<file path="config.mk">
export PLATFORM = sky130hd
export DESIGN_NAME = synth_wr_guard
export DESIGN_NICKNAME = d
export VERILOG_FILES = /design/src/rtl/wrg_pkg.sv /design/src/rtl/wrg_busy_timer.sv /design/src/rtl/wrg_hold_ctrl.sv /design/src/rtl/synth_wr_guard.sv
export SDC_FILE = /design/constraint.sdc
export NUM_CORES = 1
export LEC_CHECK = 0
export BUFFER_PORTS_ARGS = -buffer_cell sky130_fd_sc_hd__clkbuf_2
export CELL_PAD_IN_SITES_DETAIL_PLACEMENT = 0
export CELL_PAD_IN_SITES_GLOBAL_PLACEMENT = 1
export CORE_MARGIN = 5
export CORE_UTILIZATION = 45
export CTS_BUF_LIST = sky130_fd_sc_hd__clkbuf_2
export CTS_CLUSTER_DIAMETER = 100
export DETAILED_ROUTE_END_ITERATION = 12
export PLACE_DENSITY_LB_ADDON = 0.1
export SLEW_MARGIN = 10
export SYNTH_ARGS = -nofsm -noshare
export SYNTH_HDL_FRONTEND = slang
export SYNTH_HIERARCHICAL = 1
export SYNTH_SLANG_ARGS = --single-unit
</file>
<file path="constraint.sdc">
create_clock -name clk -period 5.2 [get_ports clk]
set_input_delay 0.52 -clock clk [delete_from_list [all_inputs] [get_ports clk]]
set_output_delay 0.52 -clock clk [all_outputs]
set_load 0.02 [all_outputs]
</file>
<file path="src/rtl/wrg_pkg.sv">
package wrg_pkg;

   typedef enum logic {
      PORT_SEL  = 1'b0,
      PORT_DATA = 1'b1
   } port_e;

   function automatic int unsigned osc_ticks(input int unsigned chip_cycles,
                                             input int unsigned div);
      return chip_cycles * div;
   endfunction

endpackage

</file>
<file path="src/rtl/wrg_busy_timer.sv">
module wrg_busy_timer
   import wrg_pkg::*;
#(
   parameter int unsigned CNT_W     = 9,
   parameter int unsigned SEL_LOAD  = 47,
   parameter int unsigned DATA_LOAD = 335
) (
   input  logic  clk,
   input  logic  rst_n,
   input  logic  load,
   input  port_e load_port,
   output logic  busy
);

   localparam logic [CNT_W-1:0] L_SEL  = CNT_W'(SEL_LOAD);
   localparam logic [CNT_W-1:0] L_DATA = CNT_W'(DATA_LOAD);

   logic [CNT_W-1:0] remain;

   always_ff @(posedge clk) begin
      if (!rst_n)
         remain <= '0;
      else if (load)
         remain <= (load_port == PORT_DATA) ? L_DATA : L_SEL;
      else if (remain != '0)
         remain <= remain - 1'b1;
   end

   assign busy = (remain != '0);

   // a load always opens a recovery window
   a_r3_busy_after_load: assert property (@(posedge clk) disable iff (!rst_n)
      load |=> busy);

endmodule

</file>
<file path="src/rtl/wrg_hold_ctrl.sv">
module wrg_hold_ctrl #(
   parameter int unsigned HOLD_W    = 8,
   parameter int unsigned CAP_TICKS = 223,
   parameter bit          CAP_EN    = 1'b1
) (
   input  logic clk,
   input  logic rst_n,
   input  logic start,
   input  logic busy,
   output logic holding,
   output logic fire,
   output logic cap_hit
);

   assign fire = holding & ~busy;

   generate
      if (CAP_EN) begin : g_cap
         localparam logic [HOLD_W-1:0] LAST = HOLD_W'(CAP_TICKS - 1);
         logic [HOLD_W-1:0] held;

         always_ff @(posedge clk) begin
            if (!rst_n)
               held <= '0;
            else if (start)
               held <= HOLD_W'(1);
            else if (holding)
               held <= held + 1'b1;
         end

         assign cap_hit = holding & busy & (held == LAST);
      end else begin : g_nocap
         assign cap_hit = 1'b0;
      end
   endgenerate

   always_ff @(posedge clk) begin
      if (!rst_n)
         holding <= 1'b0;
      else if (start)
         holding <= 1'b1;
      else if (fire | cap_hit)
         holding <= 1'b0;
   end

   // a hold ends only by forwarding or by the cap
   a_r4_hold_ends_properly: assert property (@(posedge clk) disable iff (!rst_n)
      (holding && !fire && !cap_hit) |=> holding);

endmodule

</file>
<file path="src/rtl/synth_wr_guard.sv">
module synth_wr_guard
   import wrg_pkg::*;
#(
   parameter int unsigned DATA_W      = 8,
   parameter int unsigned OSC_DIV     = 4,
   parameter int unsigned SEL_CYCLES  = 12,
   parameter int unsigned DATA_CYCLES = 84,
   parameter int unsigned CAP_TICKS   = 223,
   parameter bit          CAP_EN      = 1'b1
) (
   input  logic              clk,
   input  logic              rst_n,
   input  logic              io_addr0,
   input  logic              io_wr,
   input  logic              io_rd,
   input  logic [DATA_W-1:0] io_wdata,
   input  logic [DATA_W-1:0] chip_status,
   output logic              io_rdy,
   output logic [DATA_W-1:0] io_rdata,
   output logic              chip_we,
   output logic              chip_addr0,
   output logic [DATA_W-1:0] chip_wdata,
   output logic              overrun
);

   localparam int unsigned SEL_TICKS  = osc_ticks(SEL_CYCLES, OSC_DIV);
   localparam int unsigned DATA_TICKS = osc_ticks(DATA_CYCLES, OSC_DIV);
   localparam int unsigned MAX_TICKS  = (DATA_TICKS > SEL_TICKS) ? DATA_TICKS : SEL_TICKS;
   localparam int unsigned CNT_W      = $clog2(MAX_TICKS);
   localparam int unsigned HOLD_W     = $clog2(CAP_TICKS + 1);

   initial begin
      assert (DATA_W >= 1) else $error("DATA_W must be at least 1");
      assert (SEL_TICKS >= 2) else $error("register-select interval too short");
      assert (DATA_TICKS >= 2) else $error("data interval too short");
      assert (CAP_TICKS >= 2) else $error("CAP_TICKS must be at least 2");
   end

   logic              wr_q;
   logic              wr_rise;
   logic              busy;
   logic              holding;
   logic              fire;
   logic              cap_hit;
   logic              start_hold;
   logic              accept_now;
   logic              launch;
   port_e             pend_port;
   logic [DATA_W-1:0] pend_data;
   port_e             go_port;
   logic [DATA_W-1:0] go_data;

   always_ff @(posedge clk) begin
      if (!rst_n) wr_q <= 1'b0;
      else        wr_q <= io_wr;
   end

   assign wr_rise    = io_wr & ~wr_q;
   assign accept_now = wr_rise & ~busy & ~holding;
   assign start_hold = wr_rise & busy & ~holding;
   assign launch     = accept_now | fire;
   assign go_port    = fire ? pend_port : port_e'(io_addr0);
   assign go_data    = fire ? pend_data : io_wdata;

   always_ff @(posedge clk) begin
      if (!rst_n) begin
         pend_port <= PORT_SEL;
         pend_data <= '0;
      end else if (start_hold) begin
         pend_port <= port_e'(io_addr0);
         pend_data <= io_wdata;
      end
   end

   wrg_busy_timer #(
      .CNT_W     (CNT_W),
      .SEL_LOAD  (SEL_TICKS - 1),
      .DATA_LOAD (DATA_TICKS - 1)
   ) u_timer (
      .clk       (clk),
      .rst_n     (rst_n),
      .load      (launch),
      .load_port (go_port),
      .busy      (busy)
   );

   wrg_hold_ctrl #(
      .HOLD_W    (HOLD_W),
      .CAP_TICKS (CAP_TICKS),
      .CAP_EN    (CAP_EN)
   ) u_hold (
      .clk     (clk),
      .rst_n   (rst_n),
      .start   (start_hold),
      .busy    (busy),
      .holding (holding),
      .fire    (fire),
      .cap_hit (cap_hit)
   );

   always_ff @(posedge clk) begin
      if (!rst_n) begin
         chip_we    <= 1'b0;
         chip_addr0 <= 1'b0;
         chip_wdata <= '0;
         overrun    <= 1'b0;
      end else begin
         chip_we <= launch;
         if (launch) begin
            chip_addr0 <= go_port;
            chip_wdata <= go_data;
         end
         if (cap_hit) overrun <= 1'b1;
      end
   end

   assign io_rdy   = ~(holding | start_hold);
   assign io_rdata = (io_rd && io_addr0 == PORT_SEL) ? chip_status : '0;

   // ---------------- checks ----------------
   logic [15:0] since_we;
   logic [15:0] need_gap;
   logic        seen_we;
   logic [15:0] low_run;

   always_ff @(posedge clk) begin
      if (!rst_n) begin
         since_we <= '0;
         need_gap <= '0;
         seen_we  <= 1'b0;
         low_run  <= '0;
      end else begin
         if (chip_we) begin
            since_we <= 16'd1;
            need_gap <= chip_addr0 ? 16'(DATA_TICKS) : 16'(SEL_TICKS);
            seen_we  <= 1'b1;
         end else if (since_we != 16'hFFFF) begin
            since_we <= since_we + 1'b1;
         end
         low_run <= io_rdy ? 16'd0 : low_run + 1'b1;
      end
   end

   // forwarded writes respect the interval of the one before
   a_r2_min_spacing: assert property (@(posedge clk) disable iff (!rst_n)
      (chip_we && seen_we) |-> since_we >= need_gap);

   // an unhindered write reaches the chip on the next cycle
   a_r1_forward_next: assert property (@(posedge clk) disable iff (!rst_n)
      accept_now |=> (chip_we && chip_wdata == $past(io_wdata)));

   generate
      if (CAP_EN) begin : g_cap_chk
         // ready never held past the bus limit
         a_r5_hold_capped: assert property (@(posedge clk) disable iff (!rst_n)
            !io_rdy |-> low_run < 16'(CAP_TICKS));
      end
   endgenerate

   // a capped write is discarded
   a_r5_discard: assert property (@(posedge clk) disable iff (!rst_n)
      cap_hit |=> !chip_we);

   // overrun is sticky
   a_r6_sticky: assert property (@(posedge clk) disable iff (!rst_n)
      overrun |=> overrun);

   // a read without a concurrent write is never stalled
   a_r7_read_ready: assert property (@(posedge clk) disable iff (!rst_n)
      (io_rd && !io_wr) |-> io_rdy);

endmodule

</file>
==> reports/metrics.cfg, run 1 <==
[run_status]
outcome = complete, no violations

[critical_path]
r2r_start = u_timer/remain[0]
regToRegSetupSlack_ps = 1770
crit_type = flip-flop to flip-flop
cp-start-kind = flip-flop
r2r-end = u_timer/remain[1]
cp.required_ps = 5540
path_buf_inv = 2
cpPeakStageDelay_ps = 630
critPathSlowestCell = or4b_1
end_kind = flip-flop
cp_max_fo = 16
crit_chain = inv_1 > ha_1 > or4b_1 > or3_4 > nor4b_4 > or2_1 > inv_1 > o211ai_1 > o311a_1
crit_top_cell = inv_1
cp.arrival_ps = 3770
cp_top_family = simple AND/OR/NAND/NOR gates
ff2ff_path_depth = 9

[clock_network]
cts_tree = done
clkLatencyLatePin_ps = 390
postCtsSetupBuffers = 0
cts_resized = 0
h-tree-depth = 2
hold_buffers = 0
cts-root-buf = clkbuf_2
cts_buffers = 5
clock_path_buffers = 2
clk_pin_slew_worst_paths_ps = 230
clkSinkCount = 39

[placement]
place_inst = 290
port_buffers = 40
dp_slack_ps = 1820
gp_congestion = 0.796
hpwl_um = 2820

[global_routing]
grt_max_degree = 43
grt_pass1_vias = 1554
grt_usage = 0.155
grt_overflow = 0
grt_pass1_wl_um = 6790
antenna_found_initial = 0

[synthesis]
synth_top_area_cell = dfxtp_1
yosysTopAreaCellShare = 0.419
yosysWarnings = 6
ys.flop_type = dfxtp_1
seq_area_frac_synth = 0.419
synth_area_leaders = dfxtp_1, o21ai_0, mux2i_1
ys_ff_latch = 39
syn-mean-instance-area_um2 = 8.88
synth-edff-count = 0
synthArstFlopShare = 0
synth_common_cells = dfxtp_1, o21ai_0, nand2_1
syn_nets = 234
yosysMostFrequentCell = dfxtp_1
netlist_area_um2 = 1870
syn_inst = 210
ys_types = 42

[route]
drt_first_pass_iters = 4
via_count = 1576
drt-total-wl_um = 3960
drc = 0
drt_iter0_drc = 68
ant_nets = 0
routedWlPerCell_um = 13.3
routed_via_density = 5.29

[final_layout]
final_cells = 298
nNetsFinal = 271
diodes = 0
fillers = 381
multiInputGateArea_um2 = 993
drive_above_1_share = 0.214
syn_to_final_growth_pct = 13.8
ff_latch_area_um2 = 781

[power_and_ir_drop]
p_switching_w = 0.000459
powerDensity_nw_per_um2 = 501
combinationalPowerShare = 0.431
leakage_nw = 0.950
power_frac_seq = 0.443
pwr-share-clk = 0.126
p_int_w = 0.000605
swShare = 0.431
ir_drop_mv = 0.264

[timing]
slew_headroom = 0.480
period_share = 0.660
maxSlewViolCount = 0
hold_viol_final = 0
fin_tns_setup_ps = 0
tightest_slew_ps = 775
fmax_mhz = 291
setup_violations = 0
fin_worst_skew_ps = 34.1
worst_slack_ps = 1770
finalCriticalPeriod_ps = 3430
rsz0062_at_grt = no

[die]
boundaryPins = 41
dieArea_um2 = 5530
die_h_um = 74.4
core_um2 = 4000
initial_core_util = 0.466
fp.dieW_um = 74.4
num_rows = 23

[worst_hold_path]
holdPathEnd = pend_data[2]
hold_start = io_wdata[2]
hp-class = input pin to flip-flop
hold_depth = 3

[flow_run]
maxCapViolations = 0

metrics by stage:
stage	cell area, um^2	power (W)	util	hold slack [ps]
finish	2120	0.00106	0.531	324
global route	2120	0.00115	0.531	280
CTS	2120	0.00107	0.531	308
detailed placement	2080	0.000938	0.520	453
global placement	2080	0.000943	0.520	455
floorplan	1870	0.000831	-	438
final cells by class:
class                   instances  share of cell area
clock buffers                   5              0.0118
flip-flops and latches         39               0.368
multi-input cells             151               0.468
repair buffers                 41              0.0978
clock inverters                 3             0.00943
well taps                      50              0.0295
inverters                       9              0.0159
sequential cells by signal (all words and copies together), names as in the netlist:
name               count
u_hold/g_cap.held      8
u_hold/holding         1
chip_wdata             8
chip_addr0             1
pend_data              8
overrun                1
chip_we                1
u_timer/remain         9
wr_q                   1
pend_port              1
worst max path at each step:
| stage | from | end | slack (ps) | cells past startpoint |
|---|---|---|---|---|
| after floorplan | u_timer/remain[0] | u_timer/remain[6] | 2490 | 11 |
| after global placement | u_timer/remain[0] | u_timer/remain[6] | 1880 | 9 |
| after detailed placement | u_timer/remain[0] | u_timer/remain[6] | 1820 | 9 |
| after CTS | u_timer/remain[0] | u_timer/remain[1] | 1770 | 9 |
| after global routing | u_timer/remain[0] | u_timer/remain[6] | 1480 | 9 |
| final | u_timer/remain[0] | u_timer/remain[1] | 1770 | 9 |
cells in the final DEF (no fill, tap or decap), types with 7 or more instances in the layout:
master / count
nand2_1: 16
o211a_1: 8
nand3_1: 13
and2_1: 10
mux2i_1: 9
a21oi_1: 7
inv_1: 9
clkbuf_2: 45
o21ai_0: 22
dfxtp_1: 39
per-layer routing:
layer | wire length [um] | share of wire | global-route usage | vias up
met1 | 1850 | 0.47 | 0.189 | 710
met4 | 51 | 0.013 | 0.0573 | 0
met2 | 1930 | 0.49 | 0.264 | 20
li1 | - | - | - | 839
met5 | 0 | 0 | 0 | -
met3 | 118 | 0.030 | 0.0392 | 7
logic make-up after synthesis:
group           after synthesis  synth area share
xor+xnor                      4            0.0188
mux                          10            0.0543
compound gates               59             0.204
fa+ha+maj                     3            0.0201
simple gates                 75             0.235
buf+inv                      20            0.0490
flops                        39             0.419
worst min-delay path, cell delays in order:
cell and delay (ps):
clkbuf_2 90, nand2_1 40, o21ai_0 60
power groups by stage:
stage          clock, W  sequential (W)  combinational (W)
5_1_grt        0.000153        0.000485           0.000513
6_report       0.000134        0.000471           0.000458
3_5_place_dp          0        0.000476           0.000462
3_3_place_gp          0        0.000479           0.000465
2_1_floorplan         0        0.000486           0.000345
4_1_cts        0.000140        0.000469           0.000464
(Power assumes the default switching activity.)
==> inputs of run 2 (changes only) <==
ABC_AREA = 1   (was default)
CORE_UTILIZATION = 36   (was 45)
clock period = 2.8 ns   (was 5.2 ns; I/O delays follow)
==> run 2 against run 1 <==
Effect of this change: synthesized area up 11%; utilization decreased by 11 points; critical path depth is the same; setup slack got worse by 1100 ps; combinational power increased by 120%; via count grew 16%; cell area is 11% higher; hold slack worse by 200 ps; flip-flop and latch count did not move; clock-buffer cell count up 1; synthesized cell count rose by 47%.
==> reports/metrics.cfg, run 2 <==
[final_layout]
ff_latch_area_um2 = 781  ; unchanged
final_util = 0.426  ; was 0.531
syn_to_final_growth_pct = 14.1  ; was 13.8%
layout_common_cells = nand2_1, nor2_1, inv_1, clkbuf_2, dfxtp_1  ; was clkbuf_2, dfxtp_1, o21ai_0, nand2_1, nand3_1
drive_above_1_share = 0.195  ; was 0.214
final_cells = 425  ; was 298
nNetsFinal = 376  ; was 271
regMostFlops = u_timer/remain  ; unchanged
largest_register_ffs = 9  ; unchanged
multiInputGateArea_um2 = 1020  ; was 993 um^2
diodes = 0  ; unchanged
final_common_cell = nand2_1  ; was clkbuf_2
fillers = 636  ; was 381

[die]
dieArea_um2 = 7360  ; was 5530 um^2
fp.dieW_um = 85.8  ; was 74.4 um
core_um2 = 5540  ; was 4000 um^2
initial_core_util = 0.373  ; was 0.466
die_h_um = 85.8  ; was 74.4 um
num_rows = 27  ; was 23
boundaryPins = 41  ; unchanged

[global_routing]
grt_usage = 0.126  ; was 0.155
grt_pass1_vias = 1726  ; was 1554
grt_pass1_wl_um = 7560  ; was 6790 um
grt_overflow = 0  ; unchanged
grt_max_degree = 20  ; was 43
antenna_found_initial = 0  ; unchanged

[clock_network]
clkLatencyLatePin_ps = 370  ; was 390 ps
cts-root-buf = clkbuf_2  ; unchanged
postCtsSetupBuffers = 0  ; unchanged
clock_path_buffers = 2  ; unchanged
cts_resized = 0  ; unchanged
clk_pin_slew_worst_paths_ps = 180  ; was 230 ps
cts_buffers = 5  ; unchanged
h-tree-depth = 2  ; unchanged
cts_tree = done  ; unchanged
clkSinkCount = 39  ; unchanged
hold_buffers = 0  ; unchanged

[route]
ant_nets = 0  ; unchanged
routed_via_density = 4.29  ; was 5.29
drc = 0  ; unchanged
drt_iter0_drc = 51  ; was 68
drt_first_pass_iters = 4  ; unchanged
drt-total-wl_um = 4280  ; was 3960 um
via_count = 1824  ; was 1576
routedWlPerCell_um = 10.1  ; was 13.3 um

[critical_path]
crit_chain = inv_1 > ha_1 > nand3_4 > nor2_8 > nand2_4 > nand3_2 > nand2_1 > inv_1 > clkbuf_2  ; was inv_1 > ha_1 > or4b_1 > or3_4 > nor4b_4 > or2_1 > inv_1 > o211ai_1 > o311a_1
cp_max_fo = 8  ; was 16
cp-start-kind = flip-flop  ; unchanged
path_buf_inv = 3  ; was 2
end_kind = output port  ; was flip-flop
cp_top_family = simple AND/OR/NAND/NOR gates  ; unchanged
cp.required_ps = 2520  ; was 5540 ps
critPathSlowestCell = dfxtp_1  ; was or4b_1
crit_type = flip-flop to output port  ; was flip-flop to flip-flop
cpPeakStageDelay_ps = 360  ; was 630 ps
cp.arrival_ps = 1890  ; was 3770 ps
crit_top_cell = inv_1  ; unchanged

[synthesis]
seq_area_frac_synth = 0.378  ; was 0.419
synth-edff-count = 0  ; unchanged
yosysTopAreaCellShare = 0.378  ; was 0.419
synthArstFlopShare = 0  ; unchanged
yosysMostFrequentCell = nand2_1  ; was dfxtp_1
synth_area_leaders = dfxtp_1, nand2_1, nor2_1  ; was dfxtp_1, o21ai_0, mux2i_1
synth_common_cells = nand2_1, nor2_1, inv_1  ; was dfxtp_1, o21ai_0, nand2_1
syn_nets = 333  ; was 234
synth_top_area_cell = dfxtp_1  ; unchanged
yosysWarnings = 6  ; unchanged
ys_types = 26  ; was 42
syn-mean-instance-area_um2 = 6.69  ; was 8.88 um^2
syn_inst = 309  ; was 210
ys.flop_type = dfxtp_1  ; unchanged
ys_ff_latch = 39  ; unchanged
netlist_area_um2 = 2070  ; was 1870 um^2

[power_and_ir_drop]
powerDensity_nw_per_um2 = 870  ; was 501 nW/um^2
pwr-share-clk = 0.115  ; was 0.126
p_int_w = 0.00113  ; was 0.000605 W
combinationalPowerShare = 0.488  ; was 0.431
leakage_nw = 1.23  ; was 0.950 nW
power_frac_seq = 0.398  ; was 0.443
p_switching_w = 0.000921  ; was 0.000459 W
ir_drop_mv = 0.323  ; was 0.264 mV
swShare = 0.449  ; was 0.431

[timing]
setup_violations = 0  ; unchanged
fmax_mhz = 460
period_share = 0.776
tightest_slew_ps = 401  ; was 775 ps
hold_viol_final = 0  ; unchanged
fin_tns_setup_ps = 0  ; unchanged
fin_worst_skew_ps = 11.7  ; was 34.1 ps
maxSlewViolCount = 0  ; unchanged
finalCriticalPeriod_ps = 2170
slew_headroom = 0.730  ; was 0.480
whs_ps = 128  ; was 324 ps
rsz0062_at_grt = no  ; unchanged

[worst_hold_path]
hp-class = input pin to flip-flop  ; unchanged

[placement]
hpwl_um = 3280  ; was 2820 um
port_buffers = 40  ; unchanged
gp_congestion = 0.762  ; was 0.796
place_inst = 417  ; was 290

[flow_run]
maxCapViolations = 0  ; unchanged

[run_status]
outcome = complete, no violations  ; unchanged

==> run 2: changes by cell type in the layout (fill, tap and decap cells not counted), moves of 5 or more <==
cell and delta:
nor2_1 +53, nor2_4 +5, o211a_1 -8, o21ai_0 -11, mux2i_1 -9, nand3_1 +8, and2_1 -10, o211ai_1 -5
nand2_1 +51, inv_1 +43, a21oi_1 +14
==> run 2: through the flow <==
| step | setup WS [ps] | area (um^2) | power, W |
|---|---|---|---|
| finish | 628 | 2360 | 0.00205 |
| global route | 440 | 2360 | 0.00226 |
| CTS | 575 | 2360 | 0.00209 |
| detailed placement | 725 | 2320 | 0.00184 |
| global placement | 777 | 2320 | 0.00185 |
| floorplan | 832 | 2070 | 0.00163 |
==> run 2: kinds of logic (layout without fill, tap and decap cells) <==
| kind of cell | Yosys count | in the layout | synth area share |
|---|---|---|---|
| compound gates | 35 | 35 | 0.0860 |
| xor+xnor | 3 | 3 | 0.0127 |
| buf+inv | 62 | 106 | 0.128 |
| flops | 39 | 39 | 0.378 |
| fa+ha+maj | 3 | 3 | 0.0182 |
| simple gates | 167 | 167 | 0.377 |
==> run 2: power groups by stage <==
stage          registers, W  clock network [W]  logic, W
6_report           0.000816           0.000235   0.00100
2_1_floorplan      0.000869                  0  0.000762
3_5_place_dp       0.000831                  0   0.00101
4_1_cts            0.000818           0.000255   0.00102
5_1_grt            0.000836           0.000276   0.00115
3_3_place_gp       0.000832                  0   0.00102
==> run 2: routing by layer <==
layer  up-vias  wire length (um)  part of all wire  GRT usage
li1       1025                 -                 -          -
met1       767              2040              0.48      0.163
met2        26              2020              0.47      0.203
met3         6               168             0.039     0.0346
met4         0                56             0.013     0.0388
met5         -                 0                 0          0
==> run 2: final timing paths <==
check / from / to / slack, ps / cells past startpoint
setup reg to reg: u_timer/remain[0] / u_timer/remain[5] / 710 / 12
hold / removal: io_wr / wr_q / 130 / 3
setup / recovery: u_timer/remain[0] / io_rdy / 630 / 9
hold reg to reg: pend_data[3] / pend_data[3] / 500 / 2
==> run 2: worst register-to-register path: cells and delay by family, from the launching register on <==
| kind | cells | cell delay (ps) |
|---|---|---|
| simple gates | 8 | 880 |
| compound gates | 1 | 160 |
| flops | 1 | 360 |
| fa+ha+maj | 1 | 260 |
| buf+inv | 2 | 360 |
==> run 2: area by class of cell <==
| cell class | count | share of cell area |
|---|---|---|
| clock buffer | 6 | 0.0127 |
| clock inverter | 2 | 0.00318 |
| inverter | 55 | 0.0875 |
| multi-input combinational | 208 | 0.433 |
| sequential | 39 | 0.331 |
| tap | 72 | 0.0382 |
| timing repair buffer | 43 | 0.0944 |
==> inputs of run 3 (changes only) <==
ABC_AREA = 0   (was 1)
CORE_UTILIZATION = 37   (was 36)
clock period = 1.8 ns   (was 2.8 ns; I/O delays follow)
==> run 3 against run 2 <==
Effect of this change: the flow now finishes with violations (setup timing); critical endpoint unchanged; via count is 1.1% higher; combinational power grew to 2.5 times the previous value; critical path depth is 2 lower; clock-buffer cell count stayed put; highest routed layer unchanged; clock skew is 4.3 ps lower; largest power group unchanged; largest cell class unchanged; clock power is 60% higher; register-to-register slack worse by 1300 ps; total power is 100% higher; cell area is 18% higher; flip-flop and latch count stayed put.
==> reports/metrics.cfg, run 3 (same netlist as run 1, synthesis figures left out) <==
[final_layout]
diodes = 0  ; unchanged
largest_register_ffs = 9  ; unchanged
final_util = 0.577  ; was 0.426
multiInputGateArea_um2 = 1160  ; was 1020 um^2
regMostFlops = u_timer/remain  ; unchanged
layout_common_cells = clkbuf_2, dfxtp_1, buf_4, nand2_1, buf_6  ; was nand2_1, nor2_1, inv_1, clkbuf_2, dfxtp_1
fillers = 473  ; was 636
final_common_cell = clkbuf_2  ; was nand2_1
syn_to_final_growth_pct = 49.1  ; was 14.1%
drive_above_1_share = 0.448  ; was 0.195
ff_latch_area_um2 = 783  ; was 781 um^2
nNetsFinal = 320  ; was 376

[clock_network]
h-tree-depth = 2  ; unchanged
clkSinkCount = 39  ; unchanged
cts_tree = done  ; unchanged
clkLatencyLatePin_ps = 390  ; was 370 ps
clk_pin_slew_worst_paths_ps = 190  ; was 180 ps
cts_buffers = 5  ; unchanged
clock_path_buffers = 2  ; unchanged
cts-root-buf = clkbuf_2  ; unchanged

[timing]
finalCriticalPeriod_ps = 2420
tightest_slew_ps = 606  ; was 401 ps
fin_worst_skew_ps = 7.45  ; was 11.7 ps
setup_violations = 39  ; was 0
fin_tns_setup_ps = -20020  ; was 0 ps
maxSlewViolCount = 0  ; unchanged
rsz0062_at_grt = yes  ; was no
fmax_mhz = 414
worst_slack_ps = -615  ; was 628 ps
period_share = 1.34
whs_ps = 35.0  ; was 128 ps
slew_headroom = 0.596  ; was 0.730
hold_viol_final = 0  ; unchanged

[route]
drt_first_pass_iters = 4  ; unchanged
routedWlPerCell_um = 13.6  ; was 10.1 um
via_count = 1844  ; was 1824
drt-total-wl_um = 4950  ; was 4280 um
drc = 0  ; unchanged
ant_nets = 0  ; unchanged
drt_iter0_drc = 131  ; was 51
routed_via_density = 5.07  ; was 4.29

[power_and_ir_drop]
powerDensity_nw_per_um2 = 1510  ; was 870 nW/um^2
ir_drop_mv = 0.640  ; was 0.323 mV
leakage_nw = 1.25  ; was 1.23 nW

[global_routing]
grt_max_degree = 26  ; was 20
grt_pass1_wl_um = 8450  ; was 7560 um
grt_pass1_vias = 1795  ; was 1726
grt_usage = 0.164  ; was 0.126
antenna_found_initial = 0  ; unchanged
grt_overflow = 0  ; unchanged

[die]
num_rows = 25  ; was 27
initial_core_util = 0.387  ; was 0.373
die_h_um = 81.0  ; was 85.8 um
boundaryPins = 41  ; unchanged
core_um2 = 4820  ; was 5540 um^2
fp.dieW_um = 81.0  ; was 85.8 um
dieArea_um2 = 6560  ; was 7360 um^2

[placement]
hpwl_um = 3450  ; was 3280 um
gp_congestion = 0.753  ; was 0.762
port_buffers = 40  ; unchanged

[critical_path]
end_kind = output port  ; unchanged
regToRegSetupSlack_ps = -590  ; was 710 ps
cp-start-kind = flip-flop  ; unchanged
crit_type = flip-flop to output port  ; unchanged
cp.arrival_ps = 2240  ; was 1890 ps
cp_max_fo = 4  ; was 8
cp.required_ps = 1620  ; was 2520 ps

[worst_hold_path]
hp-class = input pin to flip-flop  ; unchanged

[run_status]
outcome = finished with violations  ; was complete, no violations
violations = setup timing

[flow_run]
maxCapViolations = 0  ; unchanged

## run 3: cell count changes in the layout (fill, tap and decap cells not counted), moves of 7 or more
cell	before	now
mux2i_1	0	8
inv_1	52	5
o211a_1	0	8
a21oi_1	21	1
nand2_1	67	14
buf_4	3	28
o21ai_1	2	11
nor2_1	59	3
buf_6	0	13
dlygate4sd3_1	0	7
and2_1	0	10
nand3_1	21	4
## run 3: critical path, stage by stage, from the launching register on
cell and delay, ps:
dfxtp_2 360, inv_2 70, ha_4 130, or4b_4 460, or3_4 380, buf_6 130, a31oi_1 160, buf_4 160
## run 3: final cells by class
cell class                 count  area share
multi-input combinational    151       0.418
sequential                    39       0.282
timing repair buffer          90       0.242
tap                           67      0.0301
inverter                       9      0.0148
clock buffer                   6      0.0108
clock inverter                 2     0.00270
## run 3: final timing paths
kind | start | end | cells past startpoint
max reg2reg | u_timer/remain[1] | chip_wdata[0] | 10
min | io_wdata[5] | pend_data[5] | 3
max | u_timer/remain[1] | io_rdy | 7
min reg2reg | pend_port | pend_port | 2
## run 3: report_power, final
| part | leakage (nW) | switching, W | internal, W |
|---|---|---|---|
| clock | 0.0281 | 0.000281 | 0.0000936 |
| sequential | 0.319 | 0.000164 | 0.00111 |
| combinational | 0.906 | 0.00121 | 0.00133 |
| total | 1.25 | 0.00166 | 0.00253 |
## run 3: through the flow
step                std cells  total power, W  area (um^2)  worst slack (ps)
floorplan                 210         0.00257         1950              -814
global placement          335         0.00327         2370              -614
detailed placement        335         0.00326         2370              -557
CTS                       358         0.00402         2650              -658
global route              364         0.00452         2780              -717
finish                    364         0.00419         2780              -615
## run 3: metal layers
metal | vias up | track usage | share of wire
met5 | - | 0 | 0
met4 | 0 | 0.0456 | 0.012
met3 | 8 | 0.0344 | 0.044
met2 | 48 | 0.292 | 0.51
met1 | 848 | 0.199 | 0.43
li1 | 940 | - | -
## run 3: repair_timing
action / 4_1_cts / 5_1_grt
endpoints found under the setup margin: 39 / 39
pin swaps: 5 / 21
hold endpoints to repair: 7 / 0
buffers inserted: 6 / 8
resized for setup: 27 / 29
gates cloned: 2 / 0
hold buffers: 7 / 0
